**config.mk**
```make
export PLATFORM = sky130hd
export DESIGN_NAME = aclk_clkgen
export DESIGN_NICKNAME = d
export VERILOG_FILES = /design/src/rtl/aclk_pkg.sv /design/src/rtl/aclk_ratio_decode.sv /design/src/rtl/aclk_pin_decode.sv /design/src/rtl/aclk_clkgen.sv
export SDC_FILE = /design/constraint.sdc
export NUM_CORES = 1
export LEC_CHECK = 0
export BUFFER_PORTS_ARGS = -buffer_cell sky130_fd_sc_hd__clkbuf_2
export CORE_ASPECT_RATIO = 0.6
export CORE_UTILIZATION = 54
export CTS_CLUSTER_DIAMETER = 120
export DETAILED_ROUTE_END_ITERATION = 16
export PLACE_DENSITY = 0.82
export SLEW_MARGIN = 15
export SYNTH_ARGS = -nofsm -noshare
export SYNTH_HDL_FRONTEND = slang
export SYNTH_SLANG_ARGS = --single-unit
export TNS_END_PERCENT = 30
```
**constraint.sdc**
```tcl
create_clock -name mclk -period 3.55 [get_ports mclk]
set_input_delay 0.5325 -clock mclk [delete_from_list [all_inputs] [get_ports mclk]]
set_output_delay 0.5325 -clock mclk [all_outputs]
set_load 0.02 [all_outputs]
```
**src/rtl/aclk_pkg.sv**
```systemverilog
package aclk_pkg;
    localparam int SEL_W     = 3;
    localparam int MAX_DIV   = 8;
    localparam int MAX_SLOTS = 125;
    localparam int DIV_W     = $clog2(MAX_DIV + 1);
    localparam int PH_W      = $clog2(MAX_DIV);
    localparam int SLOT_W    = $clog2(MAX_SLOTS);

    typedef enum logic [SEL_W-1:0] {
        RATIO_125 = 3'd0,
        RATIO_128 = 3'd1,
        RATIO_192 = 3'd2,
        RATIO_250 = 3'd3,
        RATIO_256 = 3'd4,
        RATIO_272 = 3'd5,
        RATIO_384 = 3'd6,
        RATIO_512 = 3'd7
    } ratio_sel_e;

    typedef struct packed {
        logic [DIV_W-1:0]  div;
        logic [SLOT_W-1:0] slots;
    } ratio_cfg_t;

    typedef struct packed {
        logic              run;
        logic [SEL_W-1:0]  sel;
        logic [PH_W-1:0]   phase;
        logic [SLOT_W-1:0] slot;
    } cnt_state_t;

    typedef struct packed {
        logic sclk;
        logic lrck;
        logic sclk_fall;
        logic frame_start;
    } pin_state_t;
endpackage

```
**src/rtl/aclk_ratio_decode.sv**
```systemverilog
module aclk_ratio_decode
    import aclk_pkg::*;
(
    input  logic [SEL_W-1:0] sel_i,
    output ratio_cfg_t       cfg_o
);
    always_comb begin
        unique case (ratio_sel_e'(sel_i))
            RATIO_125: cfg_o = '{div: DIV_W'(1), slots: SLOT_W'(125)};
            RATIO_128: cfg_o = '{div: DIV_W'(2), slots: SLOT_W'(64)};
            RATIO_192: cfg_o = '{div: DIV_W'(3), slots: SLOT_W'(64)};
            RATIO_250: cfg_o = '{div: DIV_W'(2), slots: SLOT_W'(125)};
            RATIO_256: cfg_o = '{div: DIV_W'(4), slots: SLOT_W'(64)};
            RATIO_272: cfg_o = '{div: DIV_W'(4), slots: SLOT_W'(68)};
            RATIO_384: cfg_o = '{div: DIV_W'(6), slots: SLOT_W'(64)};
            default:   cfg_o = '{div: DIV_W'(8), slots: SLOT_W'(64)};
        endcase
    end
endmodule

```
**src/rtl/aclk_pin_decode.sv**
```systemverilog
module aclk_pin_decode
    import aclk_pkg::*;
(
    input  logic              run_i,
    input  logic [PH_W-1:0]   phase_i,
    input  logic [SLOT_W-1:0] slot_i,
    input  ratio_cfg_t        cfg_i,
    output pin_state_t        pins_o
);
    logic [DIV_W-1:0]  high_from;
    logic [SLOT_W-1:0] second_half;

    always_comb begin
        // high part sits at the end of each period, floor(div/2) cycles long
        high_from   = cfg_i.div - (cfg_i.div >> 1);
        second_half = cfg_i.slots >> 1;

        pins_o.sclk        = run_i && (DIV_W'(phase_i) >= high_from);
        pins_o.lrck        = run_i && (slot_i >= second_half);
        pins_o.sclk_fall   = run_i && (phase_i == '0);
        pins_o.frame_start = run_i && (phase_i == '0) && (slot_i == '0);
    end
endmodule

```
**src/rtl/aclk_clkgen.sv**
```systemverilog
module aclk_clkgen
    import aclk_pkg::*;
(
    input  logic             mclk,
    input  logic             rst_n,
    input  logic             en,
    input  logic [SEL_W-1:0] ratio_sel,
    output logic             sclk,
    output logic             lrck,
    output logic             sclk_fall,
    output logic             frame_start
);
    cnt_state_t st_d, st_q;
    pin_state_t pin_d, pin_q;
    ratio_cfg_t cfg_q, cfg_d;
    logic       last_phase, last_slot;

    aclk_ratio_decode u_cfg_cur (
        .sel_i (st_q.sel),
        .cfg_o (cfg_q)
    );

    aclk_ratio_decode u_cfg_nxt (
        .sel_i (st_d.sel),
        .cfg_o (cfg_d)
    );

    aclk_pin_decode u_pins (
        .run_i   (st_d.run),
        .phase_i (st_d.phase),
        .slot_i  (st_d.slot),
        .cfg_i   (cfg_d),
        .pins_o  (pin_d)
    );

    always_comb begin
        last_phase = (DIV_W'(st_q.phase) == (cfg_q.div - DIV_W'(1)));
        last_slot  = (st_q.slot == (cfg_q.slots - SLOT_W'(1)));
        st_d       = st_q;

        if (!en) begin
            st_d     = '0;
            st_d.sel = ratio_sel;
        end else if (!st_q.run) begin
            st_d.run   = 1'b1;
            st_d.sel   = ratio_sel;
            st_d.phase = '0;
            st_d.slot  = '0;
        end else if (last_phase) begin
            st_d.phase = '0;
            if (last_slot) begin
                st_d.slot = '0;
                st_d.sel  = ratio_sel;   // ratio switches only at the frame boundary
            end else begin
                st_d.slot = st_q.slot + SLOT_W'(1);
            end
        end else begin
            st_d.phase = st_q.phase + PH_W'(1);
        end
    end

    always_ff @(posedge mclk or negedge rst_n) begin
        if (!rst_n) begin
            st_q  <= '0;
            pin_q <= '0;
        end else begin
            st_q  <= st_d;
            pin_q <= pin_d;
        end
    end

    assign sclk        = pin_q.sclk;
    assign lrck        = pin_q.lrck;
    assign sclk_fall   = pin_q.sclk_fall;
    assign frame_start = pin_q.frame_start;
endmodule

```
-- Yosys cells after proc, flatten, opt, wreduce, memory -nomap -nowiden
Index checks and enable logic that the tools add are counted.
- equality and inequality tests: 14
- mux-type cells: 9
- $add $sub $neg: 5
- reductions and logical operators: 8
- $lt $le $gt $ge: 2
- operators by type and width (kind ; count):
    one-hot mux 11 bit (7 select lines) ; 2
    == test 3 bit (second input constant) ; 6
    two-way mux 14 bit ; 1
    two-way mux 7 bit ; 2
    two-way mux 13 bit ; 1
    == test 3 x 2 -> 1 bit (second input constant) ; 4
    zero test 3 bit ; 3
    two-way mux 3 bit ; 3
    adder 7 x 1 -> 7 bit (second input constant) ; 1
    == test 7 bit ; 1
    >= comparator 7 x 6 -> 1 bit ; 1
    zero test 7 bit ; 1
    subtractor 7 x 1 -> 7 bit (second input constant) ; 1
    == test 3 x 1 -> 1 bit (second input constant) ; 2
    == test 3 x 4 -> 1 bit ; 1
    >= comparator 3 x 4 -> 1 bit ; 1
    logical AND 1 bit ; 4
    subtractor 4 x 1 -> 4 bit (second input constant) ; 1
    subtractor 4 x 3 -> 4 bit ; 1
    adder 3 x 1 -> 3 bit (second input constant) ; 1
- output and inout port bits: 4
- word-level logic and storage cells: 46
- flip-flop bits (word level): 18
- input port bits: 6

-- Logic depth before layout (Yosys ltp)
- depth in word-level cells: 13
- mapped depth: 18
- mapped depth without buffers: 17

-- Hierarchy
A second synthesis with hierarchy kept.
- cell total of the unflattened synthesis: 180
- area total of the unflattened synthesis: 1676.6 um2
- by module, submodules not included (module ; sequential area each (um2) ; times used ; area an instance (um2) ; cells each):
    aclk_clkgen ; 450.4 ; 1 ; 1083.5 ; 97
    aclk_pin_decode ; 0.0 ; 1 ; 370.4 ; 47
    aclk_ratio_decode ; 0.0 ; 2 ; 111.4 ; 18

-- Worst setup path after synthesis
Ideal clock, no wire load.
- kind: flip-flop to flip-flop
- start: register st_q[11] (netlist name)
- end: register pin_q (netlist bit lrck)
- required time: 3.422 ns
- data arrival time: 3.296 ns
- path buffers: 2
- path slack: 0.126 ns
- cell stages (with the launch flop): 19
- period minus slack after synthesis: 3.424 ns
- cells stage by stage: dfrtp_1 nor2b_1 nor3_2 a21oi_1 inv_1 ha_1 or4b_1 a211oi_2 a31o_1 buf_4 buf_2 o21ai_0 ha_1 nor2b_1 o21ai_0 nand2b_1 a21oi_1 a21o_1 a21oi_1
- RTL lines (element ; line ; RTL):
    start, declared ; aclk_clkgen.sv:13 ; cnt_state_t st_d, st_q;
    start signal, assigned ; aclk_clkgen.sv:67 ; st_q <= st_d;
    end signal, assigned ; aclk_clkgen.sv:68 ; pin_q <= pin_d;
    end, declared ; aclk_clkgen.sv:14 ; pin_state_t pin_d, pin_q;

==> results.ini <==
[run_status]
outcome=complete, no violations

[grt]
gr-total-overflow=0
grt_pass1_wl_um=5690
grt.total_usage_pct=28.4
grt_max_degree=19
first_global_vias=1181
antenna_found_initial=0

[synthesis]
async_reset_ff_share_pct=100
ys_types=40
seq_area_frac_synth_pct=32.2
synth_flop_cell=dfrtp_1
synth.avg_cell_area_um2=8.92
synth-edff-count=0
ys_warn_count=0
ys_seq_elements=18
syn_nets=177
syn_inst=157
syn-cell-area_um2=1400

[timing]
fmax_mhz=286
fin_crit_ns=3.49
rsz0062_at_grt=yes
clock-skew-final_ns=0.0106
slew-limit-headroom_pct=68.5
tightestPinTransition_ns=0.472
min_period_over_period_pct=98.4
slew_violations=0
hold_viol=0
setup_ws_ns=0.0581
finalSetupViolations=0

[clock_network]
clk_latency_ns=0.27
cts_root_buf=clkbuf_8
clock-sinks=18
cts_inserted_buffers=3
clockBufferDepth=2
path_clk_slew_ns=0.08
cts_tree=done
htreeDepth=1

[power_and_ir_drop]
vdd_drop_max_mv=0.310
power_switching_mw=0.194
power.total_mw=0.593
internal_power_mw=0.399
leakagePower_nw=0.777
p_sw_share_pct=32.7
pwr_density_cell_nw_per_um2=356
p_comb_share_pct=32.4
pwr-share-seq_pct=37.8
power_frac_clock_pct=29.7

[layout]
diodes=0
final_common_cell=dfrtp_1
syn_to_final_growth_pct=18.9
layout_common_cells=dfrtp_1 (17), nand2_1 (15), ha_1 (14)
stdcell_count=206
drive_gt1_share_pct=23.3
fin_nets=197
fillers=159
fin_area_um2=1660

[placed_design]
preCtsSetupSlack_ns=-0.119
dp.cells=196
place.gp.congestion=0.905
placed_cell_area_um2=1500
post-dp-hpwl_um=2560
numPortBuffers=9

[die]
std_cell_rows=13
pin_count=10
die_w_um=67.7
coreArea_um2=2310
initial_utilization_pct=60.6
die_h_um=41.4
die_area_um2=2810

[setup_path]
end_kind=flip-flop
worstSetupPathType=flip-flop to flip-flop
cp.arrival_ns=3.64
critPathMaxFanout=8
required_ns=3.70
critPathLaunchType=flip-flop

[flow_run]
maxCapViolCount=0

[detailed_routing]
drt-total-wl_um=3530
first_pass_iters=4
dr_total_vias=1266
drt_iter0_markers=136
wl_per_cell_um=17.1
avgViaCountPerCell=6.15
final_antenna_net_count=0
drc=0

[worst_hold_path]
hold_class=input port to async pin

-- path summary, 6_finish.rpt --
kind	start	depth (start not counted)	end	slack [ns]
setup / recovery	st_q[10]$_DFF_PN0_	17	sclk$_DFF_PN0_	0.06
setup reg to reg	st_q[10]$_DFF_PN0_	17	sclk$_DFF_PN0_	0.06
max in group asynchronous	rst_n	1	st_q[11]$_DFF_PN0_	3.00
hold reg to reg	st_q[13]$_DFF_PN0_	2	sclk_fall$_DFF_PN0_	0.59
hold / removal	rst_n	1	st_q[1]$_DFF_PN0_	0.20
min in group mclk	en	1	st_q[13]$_DFF_PN0_	0.42
-- registers in the layout, indices dropped and copies added, names as in the netlist --
| signal | flops |
|---|---|
| sclk | 1 |
| lrck | 1 |
| frame_start | 1 |
| sclk_fall | 1 |
| st_q | 14 |
-- through the flow --
stage / hold slack (ns) / TNS, ns / util (%)
after floorplan: 0.237 / 0 / -
after global placement: 0.494 / 0 / 65.1
after detailed placement: 0.503 / -0.158 / 65.1
after CTS: 0.213 / 0 / 68.5
after global routing: 0.229 / -0.199 / 72.0
final: 0.202 / 0 / 72.0
-- timing repair --
action | CTS | global route
endpoints found under the setup margin | 2 | 2
pin swaps | 2 | 8
hold buffers | 0 | 0
cloned | 0 | 0
resized for setup | 3 | 15
setup buffers | 3 | 3
-- synth_stat cells, drive strengths merged (2+ instances only) --
cell type / n / area [um^2]
a211oi: 2 / 20.0
a21boi: 2 / 15.0
a21o: 2 / 15.0
a21oi: 8 / 40.0
a31oi: 2 / 12.5
buf: 3 / 17.5
clkbuf: 4 / 15.0
dfrtp: 18 / 450
ha: 14 / 175
inv: 10 / 37.5
mux2i: 6 / 63.8
nand2: 15 / 56.3
nand2b: 3 / 18.8
nand3: 3 / 15.0
nand4: 3 / 18.8
nor2: 12 / 45.0
nor2b: 4 / 25.0
nor3: 5 / 41.3
nor4b: 2 / 23.8
o21ai: 9 / 45.0
or3: 3 / 18.8
xnor2: 11 / 96.3
xor2: 6 / 52.6
-- worst max-delay path, stage by stage, from the launching register on --
cell	delay (ns)
dfrtp_1	0.42
nor2b_4	0.20
nor3_4	0.06
buf_4	0.16
inv_2	0.06
ha_1	0.15
or4b_4	0.48
a211oi_4	0.30
a31o_4	0.25
o211ai_1	0.10
o21ai_1	0.14
ha_1	0.26
inv_1	0.08
ha_1	0.23
nand2b_1	0.14
a21o_1	0.18
a21oi_2	0.11
nor2b_1	0.06
-- per-layer routing --
metal | wire (um) | track usage (%) | vias up
met2 | 1530 | 40.2 | 75
li1 | - | - | 581
met1 | 1510 | 38.9 | 591
met3 | 386 | 11.3 | 19
met5 | 0 | 0 | -
met4 | 104 | 10.2 | 0
-- power groups by stage --
stage / Combinational (mW) / Sequential (mW) / Clock [mW]
after detailed placement: 0.162 / 0.227 / 0
final: 0.192 / 0.224 / 0.176
after global placement: 0.153 / 0.226 / 0
after CTS: 0.168 / 0.223 / 0.178
after global routing: 0.210 / 0.225 / 0.187
after floorplan: 0.113 / 0.229 / 0
-- layout make-up --
class | instances | area (um^2) | share of cell area [%]
timing repair buffer | 22 | 150 | 9.02
sequential | 18 | 452 | 27.1
multi-input combinational | 122 | 932 | 56.0
tap | 30 | 37.5 | 2.26
clock buffer | 4 | 55.1 | 3.31
inverter | 10 | 37.5 | 2.26
-- cells by family (layout without fill, tap and decap cells) --
kind of cell / after synthesis / after routing / synth area share, %
AOI/OAI and AO/OA: 30 / 30 / 13.5
xor gates and xnor gates: 17 / 17 / 10.6
adders and majority gates: 14 / 14 / 12.5
buffers and inverters: 17 / 36 / 5.00
DFF: 18 / 18 / 32.2
muxes: 6 / 6 / 4.56
and+or+nand+nor: 55 / 55 / 21.6
(Power assumes the default switching activity.)
